[config.mk]
export PLATFORM = sky130hd
export DESIGN_NAME = dual_mailbox_regs
export DESIGN_NICKNAME = d
export VERILOG_FILES = /design/src/rtl/mbx_pkg.sv /design/src/rtl/mbx_slot.sv /design/src/rtl/mbx_irq_reg.sv /design/src/rtl/dual_mailbox_regs.sv
export SDC_FILE = /design/constraint.sdc
export NUM_CORES = 1
export LEC_CHECK = 0
export BUFFER_PORTS_ARGS = -buffer_cell sky130_fd_sc_hd__buf_2
export CORE_UTILIZATION = 54
export DETAILED_ROUTE_END_ITERATION = 16
export HOLD_SLACK_MARGIN = 0.05
export PLACE_DENSITY_LB_ADDON = 0.12
export RECOVER_POWER = 25
export SLEW_MARGIN = 40
export SYNTH_ARGS = -nofsm -noshare
export SYNTH_HDL_FRONTEND = slang
export SYNTH_HIERARCHICAL = 1
export SYNTH_SLANG_ARGS = --single-unit
[constraint.sdc]
create_clock -name clk -period 4.13 [get_ports clk]
set_input_delay 0.6195 -clock clk [delete_from_list [all_inputs] [get_ports clk]]
set_output_delay 0.6195 -clock clk [all_outputs]
set_load 0.1 [all_outputs]
[src/rtl/mbx_pkg.sv]
package mbx_pkg;
  parameter int unsigned ADDR_W = 8;
  parameter int unsigned DATA_W = 16;
  parameter int unsigned N_MBOX = 2;
  localparam int unsigned FLAG_B = DATA_W - 1;
  localparam logic [ADDR_W-1:0] IRQ_OFS  = 8'hFB;
  localparam logic [ADDR_W-1:0] MBOX_BASE = 8'hFC;
  localparam int unsigned P_HOST = 0;
  localparam int unsigned P_DSP  = 1;
endpackage

[src/rtl/mbx_slot.sv]
module mbx_slot
  import mbx_pkg::*;
(
  input  logic                   clk,
  input  logic                   rst_n,
  input  logic [1:0]             wr_hi,
  input  logic [1:0]             wr_lo,
  input  logic [1:0][DATA_W-1:0] wdata,
  input  logic                   rd_lo,
  output logic [DATA_W-1:0]      hi_q,
  output logic [DATA_W-1:0]      lo_q
);
  logic [DATA_W-1:0] hi_d, lo_d, hi_src, lo_src;
  logic              upd;

  always_comb begin
    hi_src = wr_hi[P_DSP] ? wdata[P_DSP] : wdata[P_HOST];
    lo_src = wr_lo[P_DSP] ? wdata[P_DSP] : wdata[P_HOST];
    hi_d   = hi_q;
    lo_d   = lo_q;
    if (|wr_hi) begin
      hi_d         = hi_src;
      hi_d[FLAG_B] = 1'b0;
    end
    if (rd_lo) hi_d[FLAG_B] = 1'b0;
    if (|wr_lo) begin
      lo_d         = lo_src;
      hi_d[FLAG_B] = 1'b1;
    end
    upd = (|wr_hi) | (|wr_lo) | rd_lo;
  end

  always_ff @(posedge clk or negedge rst_n) begin
    if (!rst_n) begin
      hi_q <= '0;
      lo_q <= '0;
    end else if (upd) begin
      hi_q <= hi_d;
      lo_q <= lo_d;
    end
  end


  flag_set_chk: assert property (@(posedge clk) disable iff (!rst_n)
    (|wr_lo) |=> hi_q[FLAG_B]);

  hi_clear_chk: assert property (@(posedge clk) disable iff (!rst_n)
    ((|wr_hi) && !(|wr_lo)) |=> !hi_q[FLAG_B]);

  rd_clear_chk: assert property (@(posedge clk) disable iff (!rst_n)
    (rd_lo && !(|wr_lo)) |=> !hi_q[FLAG_B]);

  idle_hold_chk: assert property (@(posedge clk) disable iff (!rst_n)
    (!(|wr_hi) && !(|wr_lo) && !rd_lo) |=> ($stable(hi_q) && $stable(lo_q)));
endmodule

[src/rtl/mbx_irq_reg.sv]
module mbx_irq_reg
  import mbx_pkg::*;
(
  input  logic clk,
  input  logic rst_n,
  input  logic req_wr,
  input  logic req_bit,
  output logic irq_pulse,
  output logic irq_err
);
  logic pulse_d, err_d;

  always_comb begin
    pulse_d = req_wr & req_bit;
    err_d   = irq_err | (req_wr & ~req_bit);
  end

  always_ff @(posedge clk or negedge rst_n) begin
    if (!rst_n) begin
      irq_pulse <= 1'b0;
      irq_err   <= 1'b0;
    end else begin
      irq_pulse <= pulse_d;
      irq_err   <= err_d;
    end
  end


  err_sticky_chk: assert property (@(posedge clk) disable iff (!rst_n)
    irq_err |=> irq_err);

  pulse_excl_chk: assert property (@(posedge clk) disable iff (!rst_n)
    !(irq_pulse && $rose(irq_err)));
endmodule

[src/rtl/dual_mailbox_regs.sv]
module dual_mailbox_regs
  import mbx_pkg::*;
(
  input  logic              clk,
  input  logic              rst_n,
  input  logic              h_sel,
  input  logic              h_wr,
  input  logic [ADDR_W-1:0] h_addr,
  input  logic [DATA_W-1:0] h_wdata,
  output logic [DATA_W-1:0] h_rdata,
  input  logic              d_sel,
  input  logic              d_wr,
  input  logic [ADDR_W-1:0] d_addr,
  input  logic [DATA_W-1:0] d_wdata,
  output logic [DATA_W-1:0] d_rdata,
  output logic [2*DATA_W-1:0] d2h_peek,
  output logic [2*DATA_W-1:0] h2d_peek,
  output logic              irq_pulse,
  output logic              irq_err
);
  logic [1:0] rst_sync;
  logic       rst_ns;

  always_ff @(posedge clk or negedge rst_n) begin
    if (!rst_n) rst_sync <= 2'b00;
    else        rst_sync <= {rst_sync[0], 1'b1};
  end
  assign rst_ns = rst_sync[1];

  logic [1:0]              p_sel, p_wr;
  logic [1:0][ADDR_W-1:0]  p_addr;
  logic [1:0][DATA_W-1:0]  p_wdata;
  logic [1:0][DATA_W-1:0]  p_rdata;
  logic [N_MBOX-1:0][DATA_W-1:0] mb_hi, mb_lo;

  assign p_sel   = {d_sel, h_sel};
  assign p_wr    = {d_wr, h_wr};
  assign p_addr  = {d_addr, h_addr};
  assign p_wdata = {d_wdata, h_wdata};

  for (genvar g = 0; g < N_MBOX; g++) begin : g_mbox
    localparam logic [ADDR_W-1:0] HI_OFS = MBOX_BASE + ADDR_W'(2*g);
    localparam logic [ADDR_W-1:0] LO_OFS = MBOX_BASE + ADDR_W'(2*g + 1);
    logic [1:0] wr_hi, wr_lo, rd_lo_p;
    for (genvar p = 0; p < 2; p++) begin : g_port
      assign wr_hi[p]   = p_sel[p] &  p_wr[p] & (p_addr[p] == HI_OFS);
      assign wr_lo[p]   = p_sel[p] &  p_wr[p] & (p_addr[p] == LO_OFS);
      assign rd_lo_p[p] = p_sel[p] & ~p_wr[p] & (p_addr[p] == LO_OFS);
    end
    mbx_slot u_slot (
      .clk   (clk),
      .rst_n (rst_ns),
      .wr_hi (wr_hi),
      .wr_lo (wr_lo),
      .wdata (p_wdata),
      .rd_lo (|rd_lo_p),
      .hi_q  (mb_hi[g]),
      .lo_q  (mb_lo[g])
    );
  end

  for (genvar p = 0; p < 2; p++) begin : g_rmux
    always_comb begin
      p_rdata[p] = '0;
      for (int m = 0; m < N_MBOX; m++) begin
        if (p_addr[p] == MBOX_BASE + ADDR_W'(2*m))     p_rdata[p] = mb_hi[m];
        if (p_addr[p] == MBOX_BASE + ADDR_W'(2*m + 1)) p_rdata[p] = mb_lo[m];
      end
    end
  end

  assign h_rdata  = p_rdata[P_HOST];
  assign d_rdata  = p_rdata[P_DSP];
  assign d2h_peek = {mb_hi[0], mb_lo[0]};
  assign h2d_peek = {mb_hi[1], mb_lo[1]};

  mbx_irq_reg u_irq (
    .clk       (clk),
    .rst_n     (rst_ns),
    .req_wr    (d_sel & d_wr & (d_addr == IRQ_OFS)),
    .req_bit   (d_wdata[0]),
    .irq_pulse (irq_pulse),
    .irq_err   (irq_err)
  );


  low_ofs_zero_chk: assert property (@(posedge clk) disable iff (!rst_ns)
    (h_addr < MBOX_BASE) |-> (h_rdata == '0));

  peek_match_chk: assert property (@(posedge clk) disable iff (!rst_ns)
    (d_addr == MBOX_BASE) |-> (d_rdata == d2h_peek[2*DATA_W-1:DATA_W]));
endmodule

# == Yosys cells after proc, flatten, opt, wreduce, memory -nomap -nowiden ==
# Index checks and enable logic that the tools add are counted.
# op_classes
mux,18
n_eq_ne,9
n_bitwise,27
n_reduce_logical,14
# ops
op,n
$mux W16,12
$eq A8 B8 Y1 const B,9
$mux W15,2
$and A1 B1 Y1,19
$reduce_and A2 Y1,6
$reduce_or A2 Y1,6
$reduce_bool A3 Y1,2
$or A1 B1 Y1,5
$mux W1,4
$not A1 Y1,3
# word_totals
regBits,68
inputBits,54

# == Longest topological paths before layout ==
# depth
word_depth,6
ltp_mapped,8

# == Cells and area by module ==
# The synthesis kept the hierarchy.
# by_module_without_submodules
module,cells_each,n_inst,area_each_um2
mbx_slot,137,2,1486.4
dual_mailbox_regs,106,1,1228.7
mbx_irq_reg,5,1,68.8

# == Least setup slack after synthesis ==
# OpenSTA, ideal clock, no wires.
# synth_path
path_kind,reg-to-output
startpoint,register g_mbox[0].u_slot.lo_q[0]
endpoint,output d_rdata[0]
path_buffers,0
arrival_time_ps,2680
stages_incl_launch_ff,3
path_slack_ps,830
cell_sequence,dfrtp_1 > mux4_2 > nor2b_1
# synth_via
elab_chain_cells,3
# synth_rtl
item,line_no,text
"start, declared",mbx_slot.sv:11,output logic [DATA_W-1:0] lo_q
"start signal, assigned",mbx_slot.sv:39,lo_q <= lo_d;
$mux W16,dual_mailbox_regs.sv:67,if (p_addr[p] == MBOX_BASE + ADDR_W'(2*m + 1)) p_rdata[p] = mb_lo[m];
$mux W16,dual_mailbox_regs.sv:66,if (p_addr[p] == MBOX_BASE + ADDR_W'(2*m)) p_rdata[p] = mb_hi[m];
$mux W16,dual_mailbox_regs.sv:67,
"end, declared",dual_mailbox_regs.sv:15,"output logic [DATA_W-1:0] d_rdata,"
# No other way between the ends.

# == Worst setup path in the final report ==
# layout_path
startpoint,input h_addr[0]
endpoint,output h_rdata[5]
# layout_via
elab_chain_cells,5
elab_cells_between_ends,8
classes_between,eq/ne (4); mux (4)
# layout_rtl
item,line_no,text
"start, declared",dual_mailbox_regs.sv:8,"input logic [ADDR_W-1:0] h_addr,"
$eq A8 B8 Y1,dual_mailbox_regs.sv:66,
$mux W16,dual_mailbox_regs.sv:66,
$mux W16,dual_mailbox_regs.sv:67,
$mux W16,dual_mailbox_regs.sv:66,
$mux W16 *,dual_mailbox_regs.sv:67,
"end, declared",dual_mailbox_regs.sv:10,"output logic [DATA_W-1:0] h_rdata,"
# Mark *: on every way between the ends. The rest lies on a longest branch, timed or not.

==> summary.log <==
[clock_tree] clock slew seen by the registers of the worst setup and hold paths 70 ps
[placed_design] count of input and output buffers 151
[sta] Slew HR -0.4611%
[layout] Final Non-Filler Cells 637
[synthesis] post-synthesis cell type count 26
[critical_path] slowest cell on the critical path mux4_1
[floorplanning] number of standard-cell rows in the floorplan 32
[floorplanning] Core Box Area 7687 µm²
[sta] period utilization 71.12%
[global_route] pin count of the biggest net entering global routing 42
[critical_path] worst reg2reg path depth 2
[critical_path] critical-path cell list buf_2 > mux4_1 > nor2b_1 > buf_2
[synthesis] register area share after synthesis 39.85%
[synthesis] Syn Std Cell Area 4270 µm²
[outcome] run status complete, but fails checks
[route] average wire length per cell after detail routing 18.39 µm
[route] residual DRC count 0
[critical_path] WP data required 3510 ps
[route] Antenna Nets Post-Route 0
[critical_path] sort of element at the end of the critical path output port
[clock_tree] maximum level of the CTS H-tree 3
[synthesis] synthesized netlist cell count 385
[global_route] met2 track demand over resource 47.41%
[outcome] failing checks max-capacitance violations, max-slew violations
[pwr] maximum VDD drop 0.2067 mV
[sta] number of failing setup endpoints in the final timing report 0
[layout] Area growth, synth to finish 22.77%
[placed_design] GPL Wtd Cong 0.8091
[critical_path] arrival time at the worst endpoint 2320 ps
[layout] antenna diode count 0
[sta] Post-Route Setup TNS 0 ps
[sta] setup repair after global routing missed its margin false
[clock_tree] Inserted Clock Buffers 9
[pwr] Static Leak 2.408 nW
[layout] Post-layout nets 585
[route] vias post-DR 3712
[clock_tree] maximum buffer depth of the clock tree 2
[clock_tree] CTS Root Cell clkbuf_8
[global_route] total global routing overflow 0
[clock_tree] post_cts resized 0
[layout] area used by sequential logic in the layout 1703 µm²
[layout] post-route core utilization 68.20%
[global_route] most crowded layer after global routing met2
[floorplanning] vertical die dimension 90.93 µm
[global_route] global-route wire length before repair 18.91 mm
[route] number of violations reported at the end of detailed-routing iteration 0 284
[critical_path] worst setup path category input port to output port
[sta] Worst Hold Slack 354.9 ps
[critical_path] crit-path max FO 22
[synthesis] total nets after synthesis 439
[global_route] global-route usage over all layers 30.01%
[pwr] total power 0.001673 W
[sta] actual transition at the worst max-transition pin 1507 ps
[global_route] antenna violations before repair 0
[layout] share of layout cells above drive strength 1 40.00%
[global_route] GR Util met3 6.734%
[run] max-cap viol count 1
[sta] Highest Clock Rate 340.5 MHz
[floorplanning] die area 8267 µm²
[route] final wirelength 11.71 mm
[floorplanning] number of top-level design ports 152
[placed_design] dpl hpwl 7.805 mm
[floorplanning] horizontal die dimension 90.93 µm
[layout] combined area of the multi-input logic cells 2355 µm²
[synthesis] mean cell area of the mapped netlist 11.09 µm²
[critical_path] critical path startpoint category input port
[critical_path] Reg2Reg Setup Slack 2520 ps
[placed_design] cell count after placement 621
[clock_tree] CTS tree done
[sta] final number of hold-violating endpoints 0
[synthesis] count of yosys warnings during synthesis 6
[sta] final setup skew 12.54 ps
[critical_path] launching element of the worst setup path h_addr[0]
[pwr] total power per unit cell area 319.1 nW/µm²
[clock_tree] number of sinks handled by clock tree synthesis 68
[global_route] via count of the first global-routing pass 3480
[sta] fin crit period 2937 ps
[clock_tree] clock latency on the worst-skew pair 340 ps
[critical_path] Largest stage delay, worst path 650 ps
[synthesis] Seq cells post-synth 68
[global_route] met1 layer usage reported by global route 42.16%
[route] vias per cell 5.827
[sta] count of pins over their slew limit 26
[critical_path] start of the worst register-to-register path rst_sync[1]
[route] first-pass iteration count of the detailed router 5
[critical_path] capture point of the critical path h_rdata[5]
[critical_path] endpoint of the lowest-slack register-to-register path g_mbox[0].u_slot/hi_q[11]
[critical_path] CP most frequent cell buf_2
[floorplanning] starting density of the core 55.55%
[min_path] worst hold-check path type register to register
[layout] Layout fillers 622
==> final cells by class <==
| class | count | share of cell area, % |
|---|---|---|
| Timing Repair Buffer | 167 | 16.90 |
| Tap cell | 102 | 2.434 |
| Multi-Input combinational cell | 282 | 44.92 |
| Inverter | 3 | 0.2148 |
| Sequential cell | 68 | 32.48 |
| Clock buffer | 12 | 2.768 |
| Clock inverter | 3 | 0.2864 |
==> how the worst min path moves through the flow <==
stage	start	endpoint	slack, ps	cells past startpoint
2_1_floorplan	rst_n	rst_sync[0]	320	0
3_3_place_gp	rst_sync[0]	rst_sync[1]	340	0
3_5_place_dp	rst_sync[1]	g_mbox[1].u_slot/lo_q[4]	270	1
4_1_cts	rst_sync[1]	g_mbox[0].u_slot/lo_q[2]	270	1
5_1_grt	rst_sync[0]	rst_sync[1]	370	0
6_report	rst_sync[0]	rst_sync[1]	350	0
==> critical path, delay by kind of cell <==
family                 cells  cell delay [ps]
and+or+nand+nor            1              160
muxes                      1              650
buffers and inverters      2              880
==> routing by layer <==
metal | vias up | share of wire [%]
met3 | 16 | 8.7
met4 | 0 | 1.2
met5 | - | 0
met1 | 1822 | 42
li1 | 1695 | -
met2 | 179 | 49
==> state kept, by name, indices dropped and copies added, names as in the netlist <==
name	cells
rst_sync	2
g_mbox.u_slot/hi_q	32
g_mbox.u_slot/lo_q	32
u_irq/irq_pulse	1
u_irq/irq_err	1
==> where the power goes <==
part,internal [W],switching (W)
combinational,0.000109,0.000355
clock,0.000228,0.000244
sequential,0.000701,0.0000356
total,0.00104,0.000634
==> cells by family after synthesis <==
family	count (synthesis)	synth area share [%]
compound gates	65	7.853
flops	68	39.85
other cells	1	0.08781
simple gates	122	14.18
buf+inv	35	6.094
mux	94	31.94
==> layout by cell type, fill, tap and decap left out, types with 6 or more instances in the layout <==
cell	synthesis	final
mux4_1	6	6
dfrtp_1	68	67
buf_4	1	13
o21ai_0	22	22
o21ai_1	40	40
mux2i_1	62	62
clkbuf_8	0	10
mux4_2	26	26
nand2_1	68	68
buf_2	12	150
nor2b_1	32	32
==> synth_stat cells <==
cell type  count  share of area, %
nand2_1       68               6.0
buf_6          6               1.6
nor4_1         5              0.73
clkbuf_1       9              0.79
buf_4          1              0.18
a21o_1         1              0.18
mux2i_1       62                15
and2_2         1              0.18
or3_1          2              0.29
and4_1         2              0.41
o21ai_0       22               2.6
inv_1          3              0.26
nor2b_1       32               4.7
nor2b_4        1              0.32
nor4b_1        3              0.62
mux4_2        26                14
nand2b_1       1              0.15
buf_12         4               1.9
buf_2         12               1.4
dfrtp_1       68                40
conb_1         1             0.088
mux4_1         6               3.7
o32ai_1        2              0.41
o21ai_1       40               4.7
nor3_1         3              0.35
nand3_1        4              0.47
==> metrics by stage <==
step / area, µm² / worst slack, ps
2_1_floorplan: 4270 / 830.1
3_3_place_gp: 5057 / 1247
3_5_place_dp: 5077 / 1211
4_1_cts: 5248 / 1204
5_1_grt: 5243 / 1126
6_report: 5243 / 1193
==> what timing repair did <==
item	in CTS	in global routing
buffers inserted	0	0
hold buffers	1	0
hold endpoints to repair	2	0
(Power assumes the default switching activity.)
